==> src/rtl/lock_pkg.sv <==
package lock_pkg;

  localparam int CMP_W = 16;

  typedef enum logic [1:0] {
    ST_IDLE = 2'b00,
    ST_ONE  = 2'b01,
    ST_TWO  = 2'b10,
    ST_OPEN = 2'b11
  } lock_state_e;

  // True when a strobed entry equals a wanted direction/value pair.
  function automatic logic entry_equals(input logic got_dir, input logic [CMP_W-1:0] got_val,
                                        input logic want_dir, input logic [CMP_W-1:0] want_val);
    return (got_dir == want_dir) && (got_val == want_val);
  endfunction

  // Successor of a state along the combination path.
  function automatic lock_state_e advance(input lock_state_e s);
    case (s)
      ST_IDLE: return ST_ONE;
      ST_ONE:  return ST_TWO;
      ST_TWO:  return ST_OPEN;
      default: return ST_IDLE;
    endcase
  endfunction

endpackage

==> src/rtl/lock_step_match.sv <==
module lock_step_match
  import lock_pkg::*;
#(
  parameter int DIAL_W  = 5,
  parameter bit A_DIR   = 1'b0,
  parameter int A_VAL   = 13,
  parameter bit B_DIR   = 1'b1,
  parameter int B_VAL   = 22,
  parameter bit C_DIR   = 1'b0,
  parameter int C_VAL   = 3
) (
  input  lock_state_e        state_q,
  input  logic               entry_dir,
  input  logic [DIAL_W-1:0]  entry_val,
  output logic               step_hit,
  output logic               first_hit
);
  logic [CMP_W-1:0] val_ext;
  assign val_ext = CMP_W'(entry_val);

  assign first_hit = entry_equals(entry_dir, val_ext, A_DIR, CMP_W'(A_VAL));

  always_comb begin
    case (state_q)
      ST_IDLE: step_hit = first_hit;
      ST_ONE:  step_hit = entry_equals(entry_dir, val_ext, B_DIR, CMP_W'(B_VAL));
      ST_TWO:  step_hit = entry_equals(entry_dir, val_ext, C_DIR, CMP_W'(C_VAL));
      default: step_hit = 1'b0;
    endcase
  end
endmodule

==> src/rtl/lock_next_state.sv <==
module lock_next_state
  import lock_pkg::*;
(
  input  lock_state_e state_q,
  input  logic        entry_valid,
  input  logic        relock,
  input  logic        step_hit,
  input  logic        first_hit,
  output lock_state_e state_d,
  output logic        ev_advance,
  output logic        ev_restart,
  output logic        ev_miss,
  output logic        ev_close
);
  logic take_entry;
  assign take_entry = entry_valid && !relock;
  assign ev_close   = relock || (take_entry && (state_q == ST_OPEN));
  assign ev_advance = take_entry && (state_q != ST_OPEN) && step_hit;
  assign ev_restart = take_entry && (state_q != ST_OPEN) && !step_hit && first_hit;
  assign ev_miss    = take_entry && (state_q != ST_OPEN) && !step_hit && !first_hit;

  always_comb begin
    state_d = state_q;
    if (ev_close)        state_d = ST_IDLE;
    else if (ev_advance) state_d = advance(state_q);
    else if (ev_restart) state_d = ST_ONE;
    else if (ev_miss)    state_d = ST_IDLE;
  end
endmodule

==> src/rtl/lock_state_reg.sv <==
module lock_state_reg
  import lock_pkg::*;
(
  input  logic        clk,
  input  logic        rst,
  input  lock_state_e state_d,
  output lock_state_e state_q
);
  always_ff @(posedge clk) begin
    if (rst) state_q <= ST_IDLE;
    else     state_q <= state_d;
  end
endmodule

==> src/rtl/combo_lock.sv <==
module combo_lock
  import lock_pkg::*;
#(
  parameter int DIAL_W = 5,
  parameter bit A_DIR  = 1'b0,
  parameter int A_VAL  = 13,
  parameter bit B_DIR  = 1'b1,
  parameter int B_VAL  = 22,
  parameter bit C_DIR  = 1'b0,
  parameter int C_VAL  = 3
) (
  input  logic              clk,
  input  logic              rst,
  input  logic              entry_valid,
  input  logic              entry_dir,
  input  logic [DIAL_W-1:0] entry_val,
  input  logic              relock,
  output logic              unlocked,
  output logic [1:0]        state_code
);
  lock_state_e state_q, state_d;
  logic step_hit, first_hit;
  logic ev_advance, ev_restart, ev_miss, ev_close;

  lock_step_match #(
    .DIAL_W(DIAL_W), .A_DIR(A_DIR), .A_VAL(A_VAL), .B_DIR(B_DIR),
    .B_VAL(B_VAL), .C_DIR(C_DIR), .C_VAL(C_VAL)
  ) u_match (
    .state_q(state_q), .entry_dir(entry_dir), .entry_val(entry_val),
    .step_hit(step_hit), .first_hit(first_hit)
  );

  lock_next_state u_next (
    .state_q(state_q), .entry_valid(entry_valid), .relock(relock),
    .step_hit(step_hit), .first_hit(first_hit), .state_d(state_d),
    .ev_advance(ev_advance), .ev_restart(ev_restart), .ev_miss(ev_miss),
    .ev_close(ev_close)
  );

  lock_state_reg u_reg (
    .clk(clk), .rst(rst), .state_d(state_d), .state_q(state_q)
  );

  assign state_code = state_q;
  assign unlocked   = (state_q == ST_OPEN);

  AST_HOLD_IDLE_CYCLE: assert property (@(posedge clk) disable iff (rst)
    (!entry_valid && !relock) |=> $stable(state_code));
  AST_RELOCK_WINS: assert property (@(posedge clk) disable iff (rst)
    relock |=> (state_code == 2'b00));
  AST_OPEN_FROM_TWO: assert property (@(posedge clk) disable iff (rst)
    $rose(unlocked) |-> ($past(state_code) == 2'b10 && $past(entry_valid)));
  AST_MISS_TO_IDLE: assert property (@(posedge clk) disable iff (rst)
    ev_miss |=> (state_code == 2'b00));
  AST_RESTART_FIRST: assert property (@(posedge clk) disable iff (rst)
    ev_restart |=> (state_code == 2'b01));
  AST_OPEN_CLOSES: assert property (@(posedge clk) disable iff (rst)
    (entry_valid && unlocked) |=> !unlocked);
  AST_ADVANCE_STEP: assert property (@(posedge clk) disable iff (rst)
    ev_advance |=> (state_code == $past(state_code) + 2'd1));
  AST_ONE_EVENT: assert property (@(posedge clk) disable iff (rst)
    $onehot0({ev_advance, ev_restart, ev_miss, ev_close}));
endmodule

==> config.mk <==
export PLATFORM = sky130hd
export DESIGN_NAME = combo_lock
export DESIGN_NICKNAME = d
export VERILOG_FILES = /design/src/rtl/lock_pkg.sv /design/src/rtl/lock_step_match.sv /design/src/rtl/lock_next_state.sv /design/src/rtl/lock_state_reg.sv /design/src/rtl/combo_lock.sv
export SDC_FILE = /design/constraint.sdc
export NUM_CORES = 1
export LEC_CHECK = 0
export BUFFER_PORTS_ARGS = -buffer_cell sky130_fd_sc_hd__buf_2
export CAP_MARGIN = 0
export CELL_PAD_IN_SITES_DETAIL_PLACEMENT = 1
export CELL_PAD_IN_SITES_GLOBAL_PLACEMENT = 1
export CORE_AREA = 2 2 39 41
export CTS_CLUSTER_DIAMETER = 50
export DETAILED_ROUTE_END_ITERATION = 16
export DIE_AREA = 0 0 41 43
export PLACE_DENSITY = 0.54
export SYNTH_ARGS = -nofsm -noshare
export SYNTH_HDL_FRONTEND = slang
export SYNTH_SLANG_ARGS = --single-unit
==> constraint.sdc <==
create_clock -name clk -period 2 [get_ports clk]
set_clock_uncertainty 0.2 [all_clocks]
set_input_delay 0.1 -clock clk [delete_from_list [all_inputs] [get_ports clk]]
set_output_delay 0.1 -clock clk [all_outputs]
set_load 0.005 [all_outputs]
Yosys cells after proc, flatten, opt, wreduce, memory -nomap -nowiden
Cells that the tools add are included.

cells by class
  eq/ne operators = 7
  muxes and demuxes = 5
  bitwise gates (word level) = 1
  reduce and logical (&&, ||, !) cells = 17

operators by type and width
  kind                                                              number
  1-bit logical AND                                                 10
  2-bit two-way mux                                                 3
  2-bit one-hot mux with 3 select lines                             1
  5-bit by 2-bit == test with 1-bit output (second input constant)  1
  5-bit by 4-bit == test with 1-bit output (second input constant)  1
  5-bit == test (second input constant)                             1
  2-bit == test (second input constant)                             2
  1-bit logical NOT                                                 3
  1-bit one-hot mux with 3 select lines                             1
  3-bit nonzero test                                                1
  2-bit by 1-bit == test with 1-bit output (second input constant)  1
  2-bit logical NOT                                                 1
  2-bit inequality test (second input constant)                     1
  2-bit OR reduction                                                1
  1-bit logical OR                                                  1
  1-bit inverter                                                    1

storage, ports and cells
  bits in registers = 2
  output and inout bits = 3

Longest topological paths before layout
Gate-level depths: netlist (run 1).

  word-level depth = 9
  depth in mapped cells = 6
  gate-level depth less buffers = 6

Cells and area by module
A second synthesis (run 1) with hierarchy kept.

second synthesis, totals
  cell total of the unflattened synthesis = 32
  area total of the unflattened synthesis = 269.0 µm²

by module, submodules not included
  module           times used  cells each  area each (µm²)  sequential area each (µm²)
  lock_next_state  1           18          137.6            0.0
  lock_step_match  1           9           72.6             0.0
  lock_state_reg   1           4           52.6             40.0
  combo_lock       1           1           6.3              0.0

Worst setup path before layout (run 1)
No wires, ideal clock.

  path kind = flip-flop to flip-flop
  start = register u_reg.state_q[1]
  end = register u_reg.state_q[1]
  setup time = 0.103 ns
  data arrival time = 1.180 ns
  setup slack = 0.516 ns
  cell stages (with the launch flop) = 7
  clock period less this slack = 1.484 ns
  path through = dfxtp_1 -> inv_1 -> ha_1 -> nand4b_1 -> nor3b_1 -> a21oi_1 -> a2111oi_2

on the way
  longest elaborated chain between the ends = 7
  elaborated cells between the ends (all ways) = 19

ends and longest elaborated chain
  item                                         line                                          text
  from (decl)                                  lock_state_reg.sv:7                           output lock_state_e state_q
  from (signal assigned)                       lock_state_reg.sv:11                          else state_q <= state_d;
  2-bit == test, or another cell as far along  lock_pkg.sv:20, lock_step_match.sv:24
  1-bit one-hot mux with 3 select lines        lock_step_match.sv:24                         case (state_q)
  1-bit logical NOT                            lock_next_state.sv:19, lock_next_state.sv:20
  1-bit logical AND                            lock_next_state.sv:19, lock_next_state.sv:20
  1-bit logical AND                            lock_next_state.sv:19                         assign ev_restart = take_entry && (state_q != ST_OPEN) && !step_hit && first_hit;
  2-bit two-way mux                            lock_next_state.sv:26                         else if (ev_restart) state_d = ST_ONE;
  2-bit two-way mux                            lock_next_state.sv:25                         else if (ev_advance) state_d = advance(state_q);

Several ways; a longest one is shown, not always the timed one.
A chain may end at the register's enable or synchronous reset.

Worst setup path in the final report (run 1)
Ends and elaborated chain as after synthesis.

==> flow_metrics.py, run 1 <==
metrics = {
    "outcome": {
        "status": "finished clean",
    },
    "clock_tree": {
        "path_clk_slew_ns": 0.03,
        "postCtsSetupBuffers": 0,
        "cts_made_buffers": 3,
        "htreeDepth": 1,
        "clock-sinks": 2,
        "ctsRootBufferMaster": "clkbuf_4",
        "clockBufferDepth": 2,
        "clk_latency_ns": 0.23,
        "cts_tree": "built",
    },
    "floorplanning": {
        "row_count": 14,
        "fp.dieW_um": 41,
        "core_area_mm2": 0.001384,
        "pin_count": 13,
        "start_util": 0.1754,
        "die-area_mm2": 0.001763,
        "die_h_um": 43,
    },
    "power": {
        "vdd_drop_max_mv": 0.1611,
        "power.switching_uw": 39.97,
        "seq_power_share": 0.257,
        "power_frac_comb": 0.188,
        "swShare": 0.2463,
        "power_leakage_uw": 0.0001525,
        "p_per_area_mw_per_mm2": 444.2,
        "internal_power_uw": 122.3,
        "pwr-share-clk": 0.555,
        "power_uw": 162.3,
    },
    "cells_and_area": {
        "synthToLayoutAreaGrowth_pct": 50.52,
        "final_cell_area_um2": 365.4,
        "largest_register": "u_reg.state_q",
        "diodes": 0,
        "drive_above_1_share": 0.4318,
        "top_regs": "u_reg.state_q (2)",
        "largest_register_ffs": 2,
        "fin_cells": 60,
        "nets": 60,
    },
    "worst_setup_path": {
        "reg2reg_depth": 6,
        "cp-start-kind": "flop",
        "r2r-start": "u_reg.state_q[1]",
        "critPathKind": "reg -> reg",
        "worstPathRequired_ns": 1.92,
        "crit_chain": "inv_1, ha_1, nand4b_1, nor3b_1, a21oi_1, a2111oi_2",
        "r2r_end": "u_reg.state_q[1]",
        "crit_path_top_delay_cell": "dfxtp_1",
        "path_max_fanout": 4,
        "cp_slowest_stage_delay_ns": 0.34,
        "regToRegSetupSlack_ns": 0.39,
        "arrival_ns": 1.53,
        "critPathCaptureType": "flop",
    },
    "route": {
        "ant_nets": 0,
        "first_pass_iters": 1,
        "drt_iter0_drc": 0,
        "num_vias": 265,
        "wl_um": 682,
        "routedWlPerCell_um": 11.37,
        "vias_per_cell": 4.417,
        "drcViolationCount": 0,
    },
    "hold_path": {
        "min_from": "entry_valid",
        "worstHoldPathCells": 4,
        "min_to": "u_reg.state_q[0]",
        "hp-class": "in -> reg",
    },
    "timing": {
        "slew_violations": 0,
        "whs_ns": 0.06028,
        "fin_crit_sh": 0.8036,
        "period_needed_ns": 1.607,
        "maxClockFrequency_mhz": 622.2,
        "tns_ns": 0,
        "slew_headroom": 0.7938,
        "hold_viol": 0,
        "worst_pin_slew_ns": 0.3087,
        "finalSetupViolations": 0,
        "rsz0062_at_grt": "no",
    },
    "logic_synthesis": {
        "yosysUniqueCellTypes": 15,
        "yosys_register_bits": 2,
        "syn_inst": 27,
        "syn-mean-instance-area_um2": 8.990,
        "synth_nets": 41,
        "yosysSeqAreaShare": 0.1649,
        "ys_warn_count": 0,
        "syn_area_um2": 242.7,
    },
    "place": {
        "numPortBuffers": 12,
        "gp_congestion": 0.7130,
        "placed_area_um2": 322.8,
        "hpwl_um": 569.3,
        "dp_cells": 55,
    },
    "global_routing": {
        "grt_usage": 0.09810,
        "grt_first_pass_wirelength_mm": 1.090,
        "antenna_found_initial": 0,
        "grt_max_degree": 6,
        "overflow": 0,
        "grt_pass1_vias": 290,
    },
    "job": {
        "maxCapViolCount": 0,
    },
}
## cell usage after synthesis
cell type / number / area (um^2)
nor3b_1: 1 / 7.510
nand2b_4: 1 / 13.76
a2111oi_2: 2 / 30.03
ha_1: 4 / 50.05
a21oi_1: 2 / 10.01
nand4b_1: 1 / 8.760
dfxtp_1: 2 / 40.04
nand3b_1: 1 / 7.510
nor4_1: 1 / 6.260
nand2_1: 2 / 7.510
a31oi_1: 1 / 6.260
o21ai_0: 3 / 15.01
nor2_1: 2 / 7.510
inv_1: 3 / 11.26
nor4_4: 1 / 21.27
## per-layer routing
layer | vias up | track usage | wire, um
li1 | 136 | - | -
met1 | 112 | 0.09873 | 280
met2 | 15 | 0.1531 | 320
met3 | 2 | 0.01571 | 62
met4 | 0 | 0.1000 | 19
met5 | - | 0 | 0
## timing repair
item	in CTS	in global routing
hold buffers	2	0
gates resized for setup	0	0
endpoints found under the hold margin	1	0
## through the flow
stage | setup WS [ns] | util
floorplan | 0.5165 | -
global placement | 0.3811 | 0.2333
detailed placement | 0.3847 | 0.2333
CTS | 0.3772 | 0.2640
global route | 0.3040 | 0.2640
finish | 0.3929 | 0.2640
## area by class of cell
cell class	instances	area, um^2
inverters	3	11.26
well taps	16	20.02
clock buffers	3	22.52
fillers	163	1018
repair buffers	14	80.08
multi-input cells	22	191.4
flip-flops and latches	2	40.04
## power by group through the flow
stage | Sequential (uW) | Combinational [uW] | Clock, uW
final | 41.7 | 30.5 | 90.1
after global routing | 41.8 | 33.7 | 98.5
after CTS | 41.7 | 30.9 | 95.2
after detailed placement | 42.2 | 27.8 | 0
after global placement | 42.2 | 27.5 | 0
after floorplan | 42.1 | 9.96 | 0
## kinds of logic (layout without fill, tap and decap cells)
logic type,count (synthesis),in the layout,share of synthesized area
buf+inv,3,20,0.04639
fa+ha+maj,4,4,0.2062
compound gates,8,8,0.2526
simple gates,10,10,0.3300
flops,2,2,0.1650
## critical path, delay by kind of cell (launching register included)
kind	cells	cell delay, ns
compound gates	2	0.42
flops	1	0.34
simple gates	2	0.29
fa+ha+maj	1	0.16
buf+inv	1	0.11
## worst max-delay path by stage
stage	depth (start not counted)	endpoint	start
after floorplan	6	u_reg.state_q[1]	u_reg.state_q[1]
after global placement	6	u_reg.state_q[1]	u_reg.state_q[1]
after detailed placement	6	u_reg.state_q[1]	u_reg.state_q[1]
after CTS	6	u_reg.state_q[1]	u_reg.state_q[1]
after global routing	6	u_reg.state_q[1]	u_reg.state_q[1]
final	6	u_reg.state_q[1]	u_reg.state_q[1]
## layout by cell type, fill, tap and decap left out
cell type and n:
nand2b_4 1, nor3b_1 1, buf_2 12, dfxtp_1 2
dlygate4sd3_1 2, nor4_4 1, nand4b_1 1, clkbuf_4 3
ha_1 4, inv_1 3, nand2_1 2, a31oi_1 1
nand3b_1 1, o21ai_0 3, nor2_1 2, a2111oi_2 2
nor4_1 1, a21oi_1 2
Power figures use the tool's default switching activity.
==> run 2, diff against run 1 <==
ABC_AREA = 1   (was unset)
PLACE_DENSITY = 0.62   (was 0.54)
clock period = 1.3 ns   (was 2 ns; I/O delays follow)
==> run 2 against run 1 <==
The run now ends with setup timing left. Sequential share of layout area is 1.3 points lower. Register-to-register slack got worse by 0.55 ns. Power increased by 56%. Sequential cell count unchanged. Design area increased by 35%. Non-clock buffer count is 5 higher. Via count up 30%. Die area stayed put. Setup slack lost 0.55 ns. Synthesized cell count rose by 56%. Core utilization is 9.3 points higher. Maximum frequency grew 11%.
==> flow_metrics.py, run 2 <==
metrics = {
    "outcome": {
        "status": "complete, but fails checks",
        "failed_checks": "setup timing",
    },
    "power": {
        "seq_power_share": 0.231,
        "power.switching_uw": 65.52,
        "p_per_area_mw_per_mm2": 511.6,
        "power_leakage_uw": 0.0002496,
        "internal_power_uw": 187.3,
        "pwr-share-clk": 0.545,
        "power_frac_comb": 0.224,
        "swShare": 0.2591,
        "vdd_drop_max_mv": 0.4015,
        "power_uw": 252.9,
    },
    "timing": {
        "rsz0062_at_grt": "yes",
        "fin_ws_ns": -0.1527,
        "whs_ns": 0.1085,
        "slew_headroom": 0.8519,
        "hold_viol": 0,
        "maxClockFrequency_mhz": 688.4,
        "fin_crit_sh": 1.117,
        "slew_violations": 0,
        "finalSetupViolations": 3,
        "period_needed_ns": 1.453,
        "worst_pin_slew_ns": 0.2215,
    },
    "worst_setup_path": {
        "critPathKind": "reg -> reg",
        "path_depth": 11,
        "r2r_end": "u_reg.state_q[0]",
        "worstPathRequired_ns": 1.25,
        "worst-path-buf-inv": 2,
        "cp-start-kind": "flop",
        "crit_chain": "inv_4, ha_4, inv_2, nor2_2, nand2_1, nand2_2, nand3_2, nand2_2, nand2_2, nand3_2, a21oi_2",
        "critPathCapture": "u_reg.state_q[0]",
        "arrival_ns": 1.40,
        "r2r-start": "u_reg.state_q[1]",
        "cp_slowest_stage_delay_ns": 0.37,
        "path_max_fanout": 4,
        "crit_path_top_delay_cell": "dfxtp_4",
        "crit_top_cell": "nand2_2",
        "cpLargestDelayFamily": "simple AND/OR/NAND/NOR gates",
        "regToRegSetupSlack_ns": -0.15,
        "reg2reg_depth": 11,
        "crit_start": "u_reg.state_q[1]",
        "critPathCaptureType": "flop",
    },
    "floorplanning": {
        "start_util": 0.1917,
        "row_count": 14,
        "die_h_um": 43,
        "pin_count": 13,
        "core_area_mm2": 0.001384,
        "fp.dieW_um": 41,
        "die-area_mm2": 0.001763,
    },
    "cells_and_area": {
        "final_cell_mix": "12 x buf_2, 7 x inv_1, 5 x nand2_1",
        "nets": 80,
        "synthToLayoutAreaGrowth_pct": 86.32,
        "diodes": 0,
        "top_regs": "u_reg.state_q (2)",
        "final_cell_area_um2": 494.2,
        "drive_above_1_share": 0.5938,
        "fin_cells": 80,
        "largest_register_ffs": 2,
        "layout_commonest_cell": "buf_2",
        "largest_register": "u_reg.state_q",
    },
    "global_routing": {
        "antenna_found_initial": 0,
        "grt_max_degree": 5,
        "grt_usage": 0.1343,
        "grt_pass1_vias": 384,
        "overflow": 0,
        "grt_first_pass_wirelength_mm": 1.524,
    },
    "job": {
        "maxCapViolCount": 0,
    },
    "route": {
        "num_vias": 345,
        "wl_um": 945,
        "drt_iter0_drc": 1,
        "routedWlPerCell_um": 11.81,
        "drcViolationCount": 0,
        "first_pass_iters": 2,
        "ant_nets": 0,
        "vias_per_cell": 4.313,
    },
    "place": {
        "numPortBuffers": 12,
        "placed_area_um2": 370.4,
        "dp_cells": 73,
        "place_ws_ns": -0.1618,
        "gp_congestion": 0.6451,
        "hpwl_um": 654.2,
    },
    "logic_synthesis": {
        "yosysTopAreaCellShare": 0.1887,
        "ys_warn_count": 0,
        "synthAdderAreaFrac": 0.1887,
        "yosysUniqueCellTypes": 13,
        "yosys_register_bits": 2,
        "synth_ff_type": "dfxtp_1",
        "yosys.area.top_type": "ha_1",
        "yosysMostFrequentCell": "inv_1",
        "async_reset_ff_frac": 0,
        "synth_common_cells": "10 x inv_1, 9 x nand2_1, 5 x nand3_1, 5 x nor2_1, 4 x ha_1",
        "syn_area_um2": 265.3,
        "synth_edf_count": 0,
        "synthMuxAreaShare": 0,
        "synth_compound_area_frac": 0.08491,
        "yosysSeqAreaShare": 0.1509,
        "yosys.area_share.simple": 0.4340,
        "syn_inst": 42,
        "synth_nets": 56,
        "synth-xor-area-share": 0,
        "yosys-top-cells-area": "ha_1 19%, dfxtp_1 15%, inv_1 14%, nand2_1 13%, nand3_1 9.4%",
        "synth_top_family_by_area": "simple AND/OR/NAND/NOR gates",
        "syn-mean-instance-area_um2": 6.316,
    },
    "hold_path": {
        "hp-class": "in -> reg",
    },
    "clock_tree": {
        "cts_tree": "built",
        "htreeDepth": 1,
        "clockBufferDepth": 2,
        "clock-sinks": 2,
        "clk_latency_ns": 0.22,
        "ctsRootBufferMaster": "clkbuf_4",
        "cts_made_buffers": 3,
        "path_clk_slew_ns": 0.03,
    },
}
==> run 2: power groups by stage <==
stage / clock network [uW] / logic [uW] / registers [uW]
after detailed placement: 0 / 43.7 / 63.1
after global routing: 160 / 63.9 / 58.4
after floorplan: 0 / 20.8 / 63.1
after CTS: 148 / 53.4 / 60.5
after global placement: 0 / 42.7 / 63.1
final: 138 / 56.6 / 58.4
==> run 2: worst min path at each step <==
stage | startpoint | endpoint | slack (ns) | cells past startpoint
floorplan | rst | u_reg.state_q[0] | 0.04 | 2
global placement | rst | u_reg.state_q[0] | 0.15 | 3
detailed placement | rst | u_reg.state_q[0] | 0.14 | 3
CTS | entry_val[3] | u_reg.state_q[0] | 0.08 | 6
global route | entry_val[3] | u_reg.state_q[1] | 0.13 | 6
finish | entry_val[3] | u_reg.state_q[1] | 0.11 | 6
==> run 2: tightest hold or removal path, cell delays in order <==
cell	delay, ns
buf_2	0.09
nor2_1	0.05
nand3_2	0.09
nand2_2	0.07
nand3_2	0.07
a21oi_2	0.05
==> run 2: cell families (layout without fill, tap and decap cells) <==
| family | count (synthesis) | after routing |
|---|---|---|
| AOI/OAI and AO/OA | 3 | 3 |
| and+or+nand+nor | 23 | 23 |
| adders and majority gates | 4 | 4 |
| DFF | 2 | 2 |
| buffers and inverters | 10 | 32 |
==> run 2: layout make-up <==
type                            count  area, um^2
Timing Repair Buffer               19       120.1
Fill cell                         179       889.6
Sequential cell                     2       47.55
Inverter                           10       40.04
Clock buffer                        3       22.52
Multi-Input combinational cell     30       244.0
Tap cell                           16       20.02
==> run 2: repair_timing <==
item	in CTS	in global routing
buffers inserted	1	0
hold buffers	3	0
setup endpoints to repair	3	3
endpoints found under the hold margin	2	0
resized for setup	10	8
pin swaps	5	7
==> run 2: metal layers <==
layer / vias to the layer above / track usage / wire (um)
li1: 176 / - / -
met1: 161 / 0.1182 / 322
met2: 8 / 0.2344 / 587
met3: 0 / 0.04188 / 35
met4: 0 / 0.09333 / 0
met5: - / 0 / 0
==> run 2: per-stage QoR <==
stage	setup TNS, ns	util
after floorplan	-0.03420	-
after global placement	-0.2089	0.2676
after detailed placement	-0.2916	0.2676
after CTS	-0.2889	0.3354
after global routing	-0.5660	0.3571
final	-0.3021	0.3571
